<file path="src/rtl/pts_pkg.sv">
package pts_pkg;

   localparam int SEC_W  = 32;
   localparam int NSEC_W = 32;
   localparam int SEQ_W  = 16;
   localparam int TYPE_W = 4;
   localparam int WORD_W = 16;

   // read-control bit positions
   localparam int CTRL_START_BIT = 0;
   localparam int CTRL_END_BIT   = 1;
   localparam int CTRL_W         = 2;

   typedef struct packed {
      logic [SEC_W-1:0]  sec;
      logic [NSEC_W-1:0] nsec;
      logic [SEQ_W-1:0]  seq;
      logic [TYPE_W-1:0] mtype;
      logic              is_tx;
   } ts_rec_t;

   typedef enum logic [1:0] {
      RD_IDLE    = 2'd0,
      RD_HELD    = 2'd1,
      RD_CLOSING = 2'd2
   } rd_state_t;

endpackage

</file>
<file path="src/rtl/pts_event_filter.sv">
module pts_event_filter
   import pts_pkg::*;
#(
   parameter int MAX_EVENT_TYPE = 3
) (
   input  logic              stb,
   input  logic              is_tx,
   input  logic [TYPE_W-1:0] mtype,
   input  logic              tx_en,
   input  logic              rx_en,
   output logic              accept
);

   localparam logic [TYPE_W-1:0] TYPE_LIMIT = TYPE_W'(MAX_EVENT_TYPE);

   if (MAX_EVENT_TYPE < 0 || MAX_EVENT_TYPE >= (1 << TYPE_W)) begin : g_bad_limit
      $error("pts_event_filter: MAX_EVENT_TYPE out of range");
   end

   logic dir_on;
   logic is_event;

   always_comb begin
      dir_on   = is_tx ? tx_en : rx_en;
      is_event = (mtype <= TYPE_LIMIT);
      accept   = stb && dir_on && is_event;
   end

endmodule

</file>
<file path="src/rtl/pts_rec_fifo.sv">
module pts_rec_fifo
   import pts_pkg::*;
#(
   parameter int DEPTH = 8
) (
   input  logic                        clk,
   input  logic                        rst_n,
   input  logic                        push,
   input  ts_rec_t                     wr_rec,
   input  logic                        pop,
   output ts_rec_t                     head_rec,
   output logic [$clog2(DEPTH+1)-1:0]  fill_cnt,
   output logic                        full,
   output logic                        empty
);

   localparam int PTR_W = (DEPTH > 1) ? $clog2(DEPTH) : 1;
   localparam int CNT_W = $clog2(DEPTH+1);
   localparam logic [PTR_W-1:0] LAST_IDX = PTR_W'(DEPTH-1);
   localparam logic [CNT_W-1:0] FULL_CNT = CNT_W'(DEPTH);
   localparam bit   IS_POW2  = ((DEPTH & (DEPTH-1)) == 0);

   if (DEPTH < 2) begin : g_bad_depth
      $error("pts_rec_fifo: DEPTH must be at least 2");
   end

   ts_rec_t          mem [DEPTH];
   logic [PTR_W-1:0] wr_ptr, rd_ptr;
   logic [PTR_W-1:0] wr_nxt, rd_nxt;
   logic [CNT_W-1:0] cnt;
   logic             do_push, do_pop;

   // pointer advance: natural wrap for powers of two, compare otherwise
   if (IS_POW2) begin : g_wrap_pow2
      always_comb begin
         wr_nxt = wr_ptr + 1'b1;
         rd_nxt = rd_ptr + 1'b1;
      end
   end else begin : g_wrap_cmp
      always_comb begin
         wr_nxt = (wr_ptr == LAST_IDX) ? '0 : wr_ptr + 1'b1;
         rd_nxt = (rd_ptr == LAST_IDX) ? '0 : rd_ptr + 1'b1;
      end
   end

   always_comb begin
      full    = (cnt == FULL_CNT);
      empty   = (cnt == '0);
      do_push = push && !full;
      do_pop  = pop && !empty;
   end

   always_ff @(posedge clk) begin
      if (!rst_n) begin
         wr_ptr <= '0;
         rd_ptr <= '0;
         cnt    <= '0;
      end else begin
         if (do_push) wr_ptr <= wr_nxt;
         if (do_pop)  rd_ptr <= rd_nxt;
         case ({do_push, do_pop})
            2'b10:   cnt <= cnt + 1'b1;
            2'b01:   cnt <= cnt - 1'b1;
            default: cnt <= cnt;
         endcase
      end
   end

   always_ff @(posedge clk) begin
      if (do_push) mem[wr_ptr] <= wr_rec;
   end

   assign head_rec = mem[rd_ptr];
   assign fill_cnt = cnt;

endmodule

</file>
<file path="src/rtl/pts_read_port.sv">
module pts_read_port
   import pts_pkg::*;
(
   input  logic              clk,
   input  logic              rst_n,
   input  logic              ctrl_wr_en,
   input  logic [CTRL_W-1:0] ctrl_wr_data,
   input  logic              have_rec,
   input  ts_rec_t           head_rec,
   output logic              pop,
   output logic [WORD_W-1:0] w_nsec_lo,
   output logic [WORD_W-1:0] w_nsec_hi,
   output logic [WORD_W-1:0] w_sec_lo,
   output logic [WORD_W-1:0] w_sec_hi,
   output logic [WORD_W-1:0] w_seq,
   output logic [WORD_W-1:0] w_info
);

   localparam int INFO_PAD = WORD_W - TYPE_W - 1;

   rd_state_t state, state_nxt;
   ts_rec_t   held;
   logic      wr_start, wr_end, wr_zero, load;

   always_comb begin
      wr_start  = ctrl_wr_en && ctrl_wr_data[CTRL_START_BIT];
      wr_end    = ctrl_wr_en && ctrl_wr_data[CTRL_END_BIT];
      wr_zero   = ctrl_wr_en && (ctrl_wr_data == '0);
      load      = 1'b0;
      pop       = 1'b0;
      state_nxt = state;
      case (state)
         RD_IDLE: begin
            if (wr_start && have_rec) begin
               load      = 1'b1;
               state_nxt = RD_HELD;
            end
         end
         RD_HELD: begin
            if (wr_end) state_nxt = RD_CLOSING;
         end
         RD_CLOSING: begin
            if (wr_zero) begin
               pop       = 1'b1;
               state_nxt = RD_IDLE;
            end
         end
         default: state_nxt = RD_IDLE;
      endcase
   end

   always_ff @(posedge clk) begin
      if (!rst_n) begin
         state <= RD_IDLE;
         held  <= '0;
      end else begin
         state <= state_nxt;
         if (load) held <= head_rec;
      end
   end

   always_comb begin
      w_nsec_lo = held.nsec[WORD_W-1:0];
      w_nsec_hi = held.nsec[2*WORD_W-1:WORD_W];
      w_sec_lo  = held.sec[WORD_W-1:0];
      w_sec_hi  = held.sec[2*WORD_W-1:WORD_W];
      w_seq     = held.seq;
      w_info    = {held.mtype, held.is_tx, {INFO_PAD{1'b0}}};
   end

endmodule

</file>
<file path="src/rtl/pkt_ts_capture.sv">
module pkt_ts_capture
   import pts_pkg::*;
#(
   parameter int DEPTH          = 8,
   parameter int MAX_EVENT_TYPE = 3
) (
   input  logic              clk,
   input  logic              rst_n,
   input  logic              tx_cap_en,
   input  logic              rx_cap_en,
   input  logic [31:0]       time_sec,
   input  logic [31:0]       time_nsec,
   input  logic              sop_stb,
   input  logic              sop_is_tx,
   input  logic [3:0]        sop_msg_type,
   input  logic [15:0]       sop_seq_id,
   input  logic              ctrl_wr_en,
   input  logic [1:0]        ctrl_wr_data,
   output logic              rec_avail,
   output logic              overflow,
   output logic [15:0]       ts_w0,
   output logic [15:0]       ts_w1,
   output logic [15:0]       ts_w2,
   output logic [15:0]       ts_w3,
   output logic [15:0]       seq_word,
   output logic [15:0]       info_word
);

   localparam int CNT_W = $clog2(DEPTH+1);

   logic             accept;
   logic             q_full, q_empty, q_pop;
   logic [CNT_W-1:0] fill_cnt;
   ts_rec_t          new_rec, head_rec;
   logic             ovf_q;

   pts_event_filter #(.MAX_EVENT_TYPE(MAX_EVENT_TYPE)) u_filter (
      .stb    (sop_stb),
      .is_tx  (sop_is_tx),
      .mtype  (sop_msg_type),
      .tx_en  (tx_cap_en),
      .rx_en  (rx_cap_en),
      .accept (accept)
   );

   always_comb begin
      new_rec.sec   = time_sec;
      new_rec.nsec  = time_nsec;
      new_rec.seq   = sop_seq_id;
      new_rec.mtype = sop_msg_type;
      new_rec.is_tx = sop_is_tx;
   end

   pts_rec_fifo #(.DEPTH(DEPTH)) u_fifo (
      .clk      (clk),
      .rst_n    (rst_n),
      .push     (accept),
      .wr_rec   (new_rec),
      .pop      (q_pop),
      .head_rec (head_rec),
      .fill_cnt (fill_cnt),
      .full     (q_full),
      .empty    (q_empty)
   );

   pts_read_port u_rd (
      .clk          (clk),
      .rst_n        (rst_n),
      .ctrl_wr_en   (ctrl_wr_en),
      .ctrl_wr_data (ctrl_wr_data),
      .have_rec     (!q_empty),
      .head_rec     (head_rec),
      .pop          (q_pop),
      .w_nsec_lo    (ts_w0),
      .w_nsec_hi    (ts_w1),
      .w_sec_lo     (ts_w2),
      .w_sec_hi     (ts_w3),
      .w_seq        (seq_word),
      .w_info       (info_word)
   );

   always_ff @(posedge clk) begin
      if (!rst_n)                 ovf_q <= 1'b0;
      else if (accept && q_full)  ovf_q <= 1'b1;
   end

   assign overflow  = ovf_q;
   assign rec_avail = !q_empty;

endmodule

</file>
<file path="config.mk">
export PLATFORM = sky130hd
export DESIGN_NAME = pkt_ts_capture
export DESIGN_NICKNAME = d
export VERILOG_FILES = /design/src/rtl/pts_pkg.sv /design/src/rtl/pts_event_filter.sv /design/src/rtl/pts_rec_fifo.sv /design/src/rtl/pts_read_port.sv /design/src/rtl/pkt_ts_capture.sv
export SDC_FILE = /design/constraint.sdc
export NUM_CORES = 1
export LEC_CHECK = 0
export BUFFER_PORTS_ARGS = -buffer_cell sky130_fd_sc_hd__buf_2
export CAP_MARGIN = 0
export CORE_MARGIN = 1
export CORE_UTILIZATION = 60
export CTS_CLUSTER_DIAMETER = 120
export DETAILED_ROUTE_END_ITERATION = 6
export PLACE_DENSITY = 0.79
export RECOVER_POWER = 50
export SLEW_MARGIN = 20
export SYNTH_ARGS = -nofsm -noshare
export SYNTH_HDL_FRONTEND = slang
export SYNTH_SLANG_ARGS = --single-unit
</file>
<file path="constraint.sdc">
create_clock -name clk -period 11.7 [get_ports clk]
set_input_delay 2.34 -clock clk [delete_from_list [all_inputs] [get_ports clk]]
set_output_delay 2.34 -clock clk [all_outputs]
set_load 0.05 [all_outputs]
</file>
# Word level (Yosys, flattened, before mapping)
# Memory sizes are Yosys's and may differ from the RTL's. A register that Yosys moved wholly into a read port is not among the register bits.
# Index checks and enable logic that the tools add are counted.
[op_classes] addsub=4 magnitude_cmp=1 eq_ne=8 mux=12 n_reduce_logical=17
[op_table] cell="logical AND 1 bit" count=9
[op_table] cell="case mux 4 bit (2 select lines)" count=1
[op_table] cell="2-to-1 mux 1 bit" count=7
[op_table] cell="adder 3 x 1 -> 3 bit (second input constant)" count=2
[op_table] cell="2-to-1 mux 2 bit" count=3
[op_table] cell="inequality test 2 x 1 -> 1 bit (second input constant)" count=3
[op_table] cell="case mux 2 bit (3 select lines)" count=1
[op_table] cell="adder 4 x 1 -> 4 bit (second input constant)" count=1
[op_table] cell="== test 2 x 1 -> 1 bit (second input constant)" count=2
[op_table] cell="== test 2 bit (second input constant)" count=2
[op_table] cell="== test 4 bit (second input constant)" count=1
[op_table] cell="<= comparator 4 x 2 -> 1 bit (second input constant)" count=1
[op_table] cell="logical NOT 2 bit" count=2
[op_table] cell="logical NOT 4 bit" count=1
[op_table] cell="subtractor 4 x 1 -> 4 bit (second input constant)" count=1
[op_table] cell="logical NOT 1 bit" count=3
[op_table] cell="AND reduction 3 bit" count=1
[op_table] cell="nonzero test 2 bit" count=1
[word_totals] regBits=13 mem_bits_rw=680 inputBits=93 output_inout_bits=98 mem_count=1
[mem_list] name="u_fifo.mem" words=8 width=85 rd=1 rd_clocked_by_memory_dff=1 wr=1 line_no="pts_rec_fifo.sv:27" text="ts_rec_t mem [DEPTH];"

# Depth between registers and ports, before layout
# Gate-level depths: netlist (run 1).
[depth] ltp_word=7 mapped_depth=11 ltp_nobuf=10

# Hierarchy
# From an unflattened synthesis (run 1), not the netlist that was laid out.
[hier_totals] cells_unflattened=1456 area_unflattened_um2=29812.3
[by_module_without_submodules] mod="pts_rec_fifo" instances=1 cells_per_inst=1056 area_per_inst_um2=26175.1 seq_area_each_um2=20679.8
[by_module_without_submodules] mod="pts_read_port" instances=1 cells_per_inst=394 area_per_inst_um2=3577.2 seq_area_each_um2=1741.7
[by_module_without_submodules] mod="pkt_ts_capture" instances=1 cells_per_inst=4 area_per_inst_um2=35.0 seq_area_each_um2=20.0
[by_module_without_submodules] mod="pts_event_filter" instances=1 cells_per_inst=2 area_per_inst_um2=25.0 seq_area_each_um2=0.0

# Worst setup path before layout (run 1)
# Ideal clock, no wire load.
[synth_timing] path_type="input to register" start="input sop_is_tx" end="memory u_fifo.mem[0][0] (netlist name), enable pin" setup_time_ns=0.633 arrival_ns=8.888 required_time_ns=11.067 setup_slack_ns=2.179 stages=4 cell_sequence="mux2i_1 a2111oi_4 nand2b_1 nor3_1"
[synth_via] elab_chain_len=6
[synth_rtl] element="start, declared" line_no="pkt_ts_capture.sv:14" text="input logic sop_is_tx,"
[synth_rtl] element="2-to-1 mux 1 bit" line_no="pts_event_filter.sv:24" text="dir_on = is_tx ? tx_en : rx_en;"
[synth_rtl] element="logical AND 1 bit (2 in a row)" line_no="pts_event_filter.sv:26" text="accept = stb && dir_on && is_event;"
[synth_rtl] element="logical AND 1 bit" line_no="pts_rec_fifo.sv:49" text="do_push = push && !full;"
[synth_rtl] element="2-to-1 mux 1 bit" line_no="pts_rec_fifo.sv:70" text="if (do_push) mem[wr_ptr] <= wr_rec;"
[synth_rtl] element="2-to-1 mux 1 bit (not written as such)" line_no="pts_rec_fifo.sv:70"
[synth_rtl] element="end, declared" line_no="pts_rec_fifo.sv:27"
# Every way passes these cells.

# Worst setup path after layout (run 1)
[layout_timing] start="input rst_n" end="register u_rd.w_nsec_hi[10] (netlist name)"
[layout_via] elab_chain_len=1
[layout_rtl] element="start, declared" line_no="pkt_ts_capture.sv:8" text="input logic rst_n,"
[layout_rtl] element="logical NOT 1 bit (no line)"
# Every way passes these cells.
# A chain may end at the register's enable or synchronous reset.

==> results of run 1 <==
==> stage by stage <==
stage                     area [sq um]  setup WS (ns)  utilization (%)  hold WS (ns)  power, mW
after floorplan                  28600           2.18                -         0.420       3.16
after global placement           30000           5.95             64.2         0.434       3.20
after detailed placement         30000           5.89             64.2         0.456       3.21
after CTS                        32300           6.49             69.1         0.466       5.46
after global routing             32200           5.28             68.8         0.476       5.56
final                            32200           5.71             68.8         0.460       5.41
==> kinds of logic (layout without fill, tap and decap cells) <==
kind of cell,Yosys count,in the layout,synth area share [%]
AO/OA/AOI/OAI,182,182,3.70
XOR/XNOR,4,4,0.123
adder cells (fa/ha/maj),5,5,0.219
buffers and inverters,90,338,1.88
flip-flops,778,778,78.3
multiplexers,177,177,13.6
other,1,15,0.0131
AND/OR/NAND/NOR,133,133,2.16
==> worst paths after layout <==
check                                                startpoint                               to  slack (ns)  depth (start not counted)
worst min register to register       u_rd.state[1]$_SDFFE_PN0P_       u_rd.state[0]$_SDFFE_PN0P_        0.46                          1
worst max-delay path                                      rst_n  u_rd.w_nsec_hi[10]$_SDFFE_PN0P_        5.71                          3
worst max register to register  u_fifo.fill_cnt[1]$_SDFFE_PN0P_      u_fifo.mem[2][45]$_DFFE_PP_        7.94                          5
worst min-delay path                 u_rd.state[1]$_SDFFE_PN0P_       u_rd.state[0]$_SDFFE_PN0P_        0.46                          1
==> critical path: cells and delay by family <==
kind,cells,cell delay (ns)
AO/OA/AOI/OAI,1,0.63
buffers and inverters,1,3.15
AND/OR/NAND/NOR,1,0.31
==> metal layers <==
metal / part of all wire, % / global-route usage, %
met5: 0.019 / 0
met4: 2.3 / 8.64
met3: 7.7 / 4.01
met2: 51 / 40.7
met1: 39 / 34.7
==> registers in the layout (all words and copies together) (netlist names), 3 cells and up <==
register         count
u_fifo.rd_ptr        3
u_fifo.fill_cnt      4
u_fifo.wr_ptr        3
u_rd.w_nsec_hi      16
u_rd.w_info          5
u_rd.w_sec_hi       16
u_rd.w_nsec_lo      16
u_fifo.mem         680
u_rd.w_seq          16
u_rd.w_sec_lo       16
==> layout make-up <==
type | count | area, sq um
Sequential cell | 778 | 22400
Tap cell | 607 | 759
Clock buffer | 107 | 2140
Timing Repair Buffer | 201 | 923
Multi-Input combinational cell | 512 | 5770
Antenna cell | 4 | 10.0
Clock inverter | 29 | 174
Inverter | 1 | 3.75
Fill cell | 2753 | 14600
==> cells in the mapped netlist (all sizes together) (2+ instances only) <==
master and n:
edfxtp 680, mux4 170, dfxtp 98, nor2 92
o21ai 88, o22ai 86, buf 57, clkbuf 32
nand2 10, nand2b 10, mux2i 7, ha 5
nor2b 5, nor3 4, a21boi 3, and2 3
xor2 3, a21oi 2, and4bb 2, nor3b 2
==> power by group through the flow <==
stage / clock (mW) / combinational (mW) / sequential (mW)
final: 2.27 / 0.111 / 3.04
after global placement: 0 / 0.109 / 3.09
after detailed placement: 0 / 0.114 / 3.09
after global routing: 2.41 / 0.118 / 3.04
after floorplan: 0 / 0.0420 / 3.11
after CTS: 2.31 / 0.116 / 3.04
==> out/results.txt, run 1 <==
outcome -> complete, but fails checks
failing checks -> DRC, capacitance limit, slew limit
worst skew pair latency -> 0.59 ns
CORE AREA -> 46800 sq um
syn_area_per_cell -> 20.9 sq um
GP Congestion -> 0.710
Peak VDD IR -> 131 uV
first-pass GRT wire length -> 87800 um
TNS Setup -> 0 ns
CTS Hold Buffers Added -> 0
crit-path cells -> clkbuf_1 -> o21ai_0 -> nor2_1
commonest non-fill, non-tap cell in the layout -> edfxtp_1
Startpoint Class -> input port
Clk pin slew, worst setup/hold paths -> 0.06 ns
Layout Cells excl Fill -> 2239
Max-Cap Viols -> 1
Crit path required time -> 12.20 ns
layout cell share with drive strength beyond 1 -> 22.0%
period utilization -> 51.2%
FF+latch count, synth -> 778
die height -> 220 um
NetSw -> 1.06 mW
vias in the first global route -> 14300
H-tree depth -> 3
Nets -> 1666
static leakage -> 10.2 nW
DRC -> 24
asr flop ratio synth -> 0%
fin. max-slew vios -> 102
final setup fails -> 0
DP HPWL -> 29900 um
sequential area share after synthesis -> 78.3%
vias per inst -> 6.36
slew margin rel. -> -205%
Post-synth EDFFs -> 680
number of routed nets with antenna violations -> 0
Post-CTS Resized -> 0
Fmax -> 0.167 GHz
top post-synthesis cells by area -> edfxtp_1 (71%), mux4_2 (13%), dfxtp_1 (6.9%), o22ai_1 (1.9%), nor2_1 (1.2%)
unrepaired setup endpoints after global routing -> no
Yosys warning count -> 0
mapped cell area -> 28600 sq um
crit path kind -> in2reg
pwr dens -> 168 nW/um^2
Least-Margin Pin Slew -> 4.57 ns
slowest CP cell -> clkbuf_1
Boundary Pins -> 191
initial cell density of the core -> 61.2%
crit path time final -> 5.99 ns
Max Root-Sink Buffers -> 3
Layout area overhead -> 12.5%
Cells after DPL -> 2098
top-area cell type share of the netlist area -> 71.4%
clock network fraction of total power -> 41.8%
grt total ovfl -> 0
combinational power share -> 2.0%
internal power -> 4.35 mW
Routed WL -> 59300 um
Final Hold Fails -> 0
row cnt -> 79
clock sink count -> 778
worst hold path class -> reg2reg
Initial DRC Count -> 1515
Cells after Synth -> 1370
crit path max fanout -> 101
most frequent cells in the layout -> edfxtp_1 (680), mux4_2 (170), clkbuf_1 (156)
largest net degree at the start of global routing -> 104
CP max stage delay -> 3.15 ns
routed length per instance -> 26.5 um
CTS Root Buffer Type -> clkbuf_16
worst path arrival time -> 6.49 ns
Synth cell types -> 37
Crit. End Element -> flip-flop
DR vias -> 14200
largest area contributor in the netlist -> edfxtp_1
die area -> 48500 sq um
total CTS buffers -> 74
GRT Total Usage -> 24.9%
switching share of power -> 19.6%
PortBufs -> 179
ys flop type -> edfxtp_1
initial antenna violation count -> 4
Die X -> 220 um
Setup Fix Bufs, Post-CTS -> 0
sequential group share of total power -> 56.1%
Max Clock Skew -> 0.0185 ns
first-pass iteration count of the detailed router -> 7
TritonCTS clock tree -> done
Note: power is estimated with default switching activity, not from simulation.
==> run 2, diff against run 1 <==
- ABC_AREA: default -> 1
- CORE_UTILIZATION: 60 -> 55
- PLACE_DENSITY: 0.79 -> 0.76
- clock period: 11.7 -> 5.49 ns (I/O delays scaled with it)
==> run 2 against run 1 <==
Effect of this change:
- the flow finishes with violations (capacitance limit, slew limit)
- wire length grew 17%
- register-to-register slack lost 5.5 ns
- first-iteration DRC count grew 41%
- worst hold slack gained 0.0045 ns
==> out/results.txt, run 2 <==
TNS Setup -> 0 ns
hold slack -> 0.465 ns
syn_area_per_cell -> 11.5 sq um
static leakage -> 12.4 nW
vias in the first global route -> 19600
Nets -> 2893
Cells after Synth -> 2668
Startpoint Class -> input port
period utilization -> 72.8%
fin util -> 62.3%
count leader, synth -> nand2_1
Fmax -> 0.250 GHz
outcome -> complete, but fails checks
DR vias -> 20000
Setup Fix Bufs, Post-CTS -> 0
top-area cell type share of the netlist area -> 66.5%
DP HPWL -> 36500 um
GRT Total Usage -> 24.5%
GP Congestion -> 0.768
die height -> 238 um
ys flop type -> edfxtp_1
CORE AREA -> 55100 sq um
asr flop ratio synth -> 0%
vias per inst -> 5.54
routed length per instance -> 19.2 um
mapped cell area -> 30700 sq um
PortBufs -> 179
initial cell density of the core -> 55.7%
hold wc startpoint -> overflow$_SDFFE_PN0P_
clock sink count -> 778
FF-to-FF End -> u_rd.w_sec_lo[14]$_SDFFE_PN0P_
Die X -> 238 um
Least-Margin Pin Slew -> 1.93 ns
CP bufs+invs -> 4
CTS Hold Buffers Added -> 0
die area -> 56800 sq um
unrepaired setup endpoints after global routing -> no
first-pass iteration count of the detailed router -> 6
Max-Cap Viols -> 1
Max Clock Skew -> 0.0208 ns
Peak VDD IR -> 242 uV
final setup fails -> 0
FF+latch count, synth -> 778
Crit. End Element -> flip-flop
H-tree depth -> 3
slowest CP cell -> clkinvlp_2
initial antenna violation count -> 3
layout cell share with drive strength beyond 1 -> 5.98%
failing checks -> capacitance limit, slew limit
Layout area overhead -> 11.7%
row cnt -> 86
most frequent cells in the layout -> nand2_1 (788), edfxtp_1 (680), nand3_1 (602)
Max Root-Sink Buffers -> 3
total CTS buffers -> 78
post-layout instance area -> 34300 sq um
Reg2Reg Setup Slack -> 2.48 ns
worst path arrival time -> 4.55 ns
CP delay by family, top -> buffers and inverters
met3 Use GR -> 3.98%
Routed WL -> 69300 um
slew margin rel. -> -29.4%
worst hold path class -> reg2reg
GRT busiest layer -> met2
Worst R2R Path Depth -> 7
Boundary Pins -> 191
first-pass GRT wire length -> 107000 um
Worst Hold Path EP -> overflow$_SDFFE_PN0P_
Post-CTS Resized -> 0
GR met2 Demand/Resource -> 40.7%
crit-path cells -> buf_2 -> clkinvlp_2 -> clkbuf_2 -> a21oi_1 -> nand2_1 -> inv_1
commonest non-fill, non-tap cell in the layout -> nand2_1
origin of the critical flop-to-flop path -> u_fifo.rd_ptr[2]$_SDFFE_PN0P_
sequential area share after synthesis -> 72.9%
pwr dens -> 353 nW/um^2
met1 Use GR -> 33.2%
Initial DRC Count -> 2140
Synth cell types -> 27
area post-placement -> 32000 sq um
Clk pin slew, worst setup/hold paths -> 0.06 ns
crit path max fanout -> 48
number of routed nets with antenna violations -> 0
grt total ovfl -> 0
fin. max-slew vios -> 46
Crit path required time -> 6.04 ns
Final Hold Fails -> 0
CTS Root Buffer Type -> clkbuf_16
CP max stage delay -> 1.52 ns
commonest cells in the synthesized netlist -> nand2_1 (788), edfxtp_1 (680), nand3_1 (602)
Hold Crit Depth -> 1
Filler cells -> 4206
largest area contributor in the netlist -> edfxtp_1
Post-synth EDFFs -> 680
crit path time final -> 4.00 ns
DRC -> 0
Largest register FFs -> 680
largest net degree at the start of global routing -> 176
Yosys warning count -> 0
TritonCTS clock tree -> done
worst skew pair latency -> 0.63 ns
Largest Register -> u_fifo.mem
top post-synthesis cells by area -> edfxtp_1 (67%), nand3_1 (9.8%), nand2_1 (9.6%), dfxtp_1 (6.4%), inv_1 (2.3%)
crit path kind -> in2reg
==> run 2: changes by cell type after synthesis, moves of 52 or more <==
cell / delta
a21oi_1: +93
buf_2: +52
inv_1: +185
mux4_2: -170
nand2_1: +778
nand3_1: +602
nor2_1: -77
o22ai_1: -86
==> run 2: area by class of cell <==
type / instances / area (sq um) / area share [%]
sequential: 778 / 22400 / 65.3
multi-input combinational: 1538 / 6810 / 19.9
clock buffer: 115 / 2220 / 6.49
tap: 748 / 936 / 2.73
timing repair buffer: 207 / 916 / 2.67
inverter: 192 / 737 / 2.15
clock inverter: 29 / 268 / 0.781
antenna: 5 / 12.5 / 0.0365
==> run 2: through the flow <==
| step | setup slack (ns) | std cells | power (mW) |
|---|---|---|---|
| after floorplan | -2.53 | 2678 | 6.91 |
| after global placement | 1.93 | 3463 | 7.06 |
| after detailed placement | 1.82 | 3463 | 7.08 |
| after CTS | 2.43 | 3607 | 12.2 |
| after global routing | 1.30 | 3608 | 12.4 |
| final | 1.49 | 3612 | 12.1 |
==> run 2: per-layer routing <==
| layer | routed length, um | part of all wire (%) | up-vias |
|---|---|---|---|
| met3 | 5340 | 7.7 | 111 |
| met4 | 1280 | 1.8 | 4 |
| met5 | 25 | 0.036 | - |
| met2 | 33800 | 49 | 861 |
| li1 | - | - | 9410 |
| met1 | 28800 | 42 | 9638 |
==> run 2: worst max path at each step <==
stage | startpoint | end | slack [ns] | cells past startpoint
2_1_floorplan | sop_msg_type[2] | u_fifo.mem[5][0]$_DFFE_PP_ | -2.53 | 4
3_3_place_gp | sop_is_tx | u_fifo.mem[6][12]$_DFFE_PP_ | 1.93 | 7
3_5_place_dp | sop_is_tx | u_fifo.fill_cnt[2]$_SDFFE_PN0P_ | 1.82 | 13
4_1_cts | u_fifo.rd_ptr[2]$_SDFFE_PN0P_ | u_rd.w_seq[12]$_SDFFE_PN0P_ | 2.43 | 7
5_1_grt | rst_n | u_rd.w_nsec_lo[14]$_SDFFE_PN0P_ | 1.30 | 6
6_report | rst_n | u_rd.w_nsec_lo[14]$_SDFFE_PN0P_ | 1.49 | 6
==> run 2: power breakdown <==
part | leakage (nW) | total, mW | internal (mW) | switching, mW
combinational | 4.28 | 0.432 | 0.0779 | 0.354
clock | 1.22 | 5.16 | 3.01 | 2.15
sequential | 6.92 | 6.51 | 6.48 | 0.0269
total | 12.4 | 12.1 | 9.57 | 2.53
==> run 2: cells by family after synthesis <==
kind of cell,after synthesis,synth area share [%]
flip-flops,778,72.9
XOR/XNOR,3,0.0856
other,1,0.0122
buffers and inverters,362,5.22
AND/OR/NAND/NOR,1415,19.9
AO/OA/AOI/OAI,104,1.71
adder cells (fa/ha/maj),5,0.204
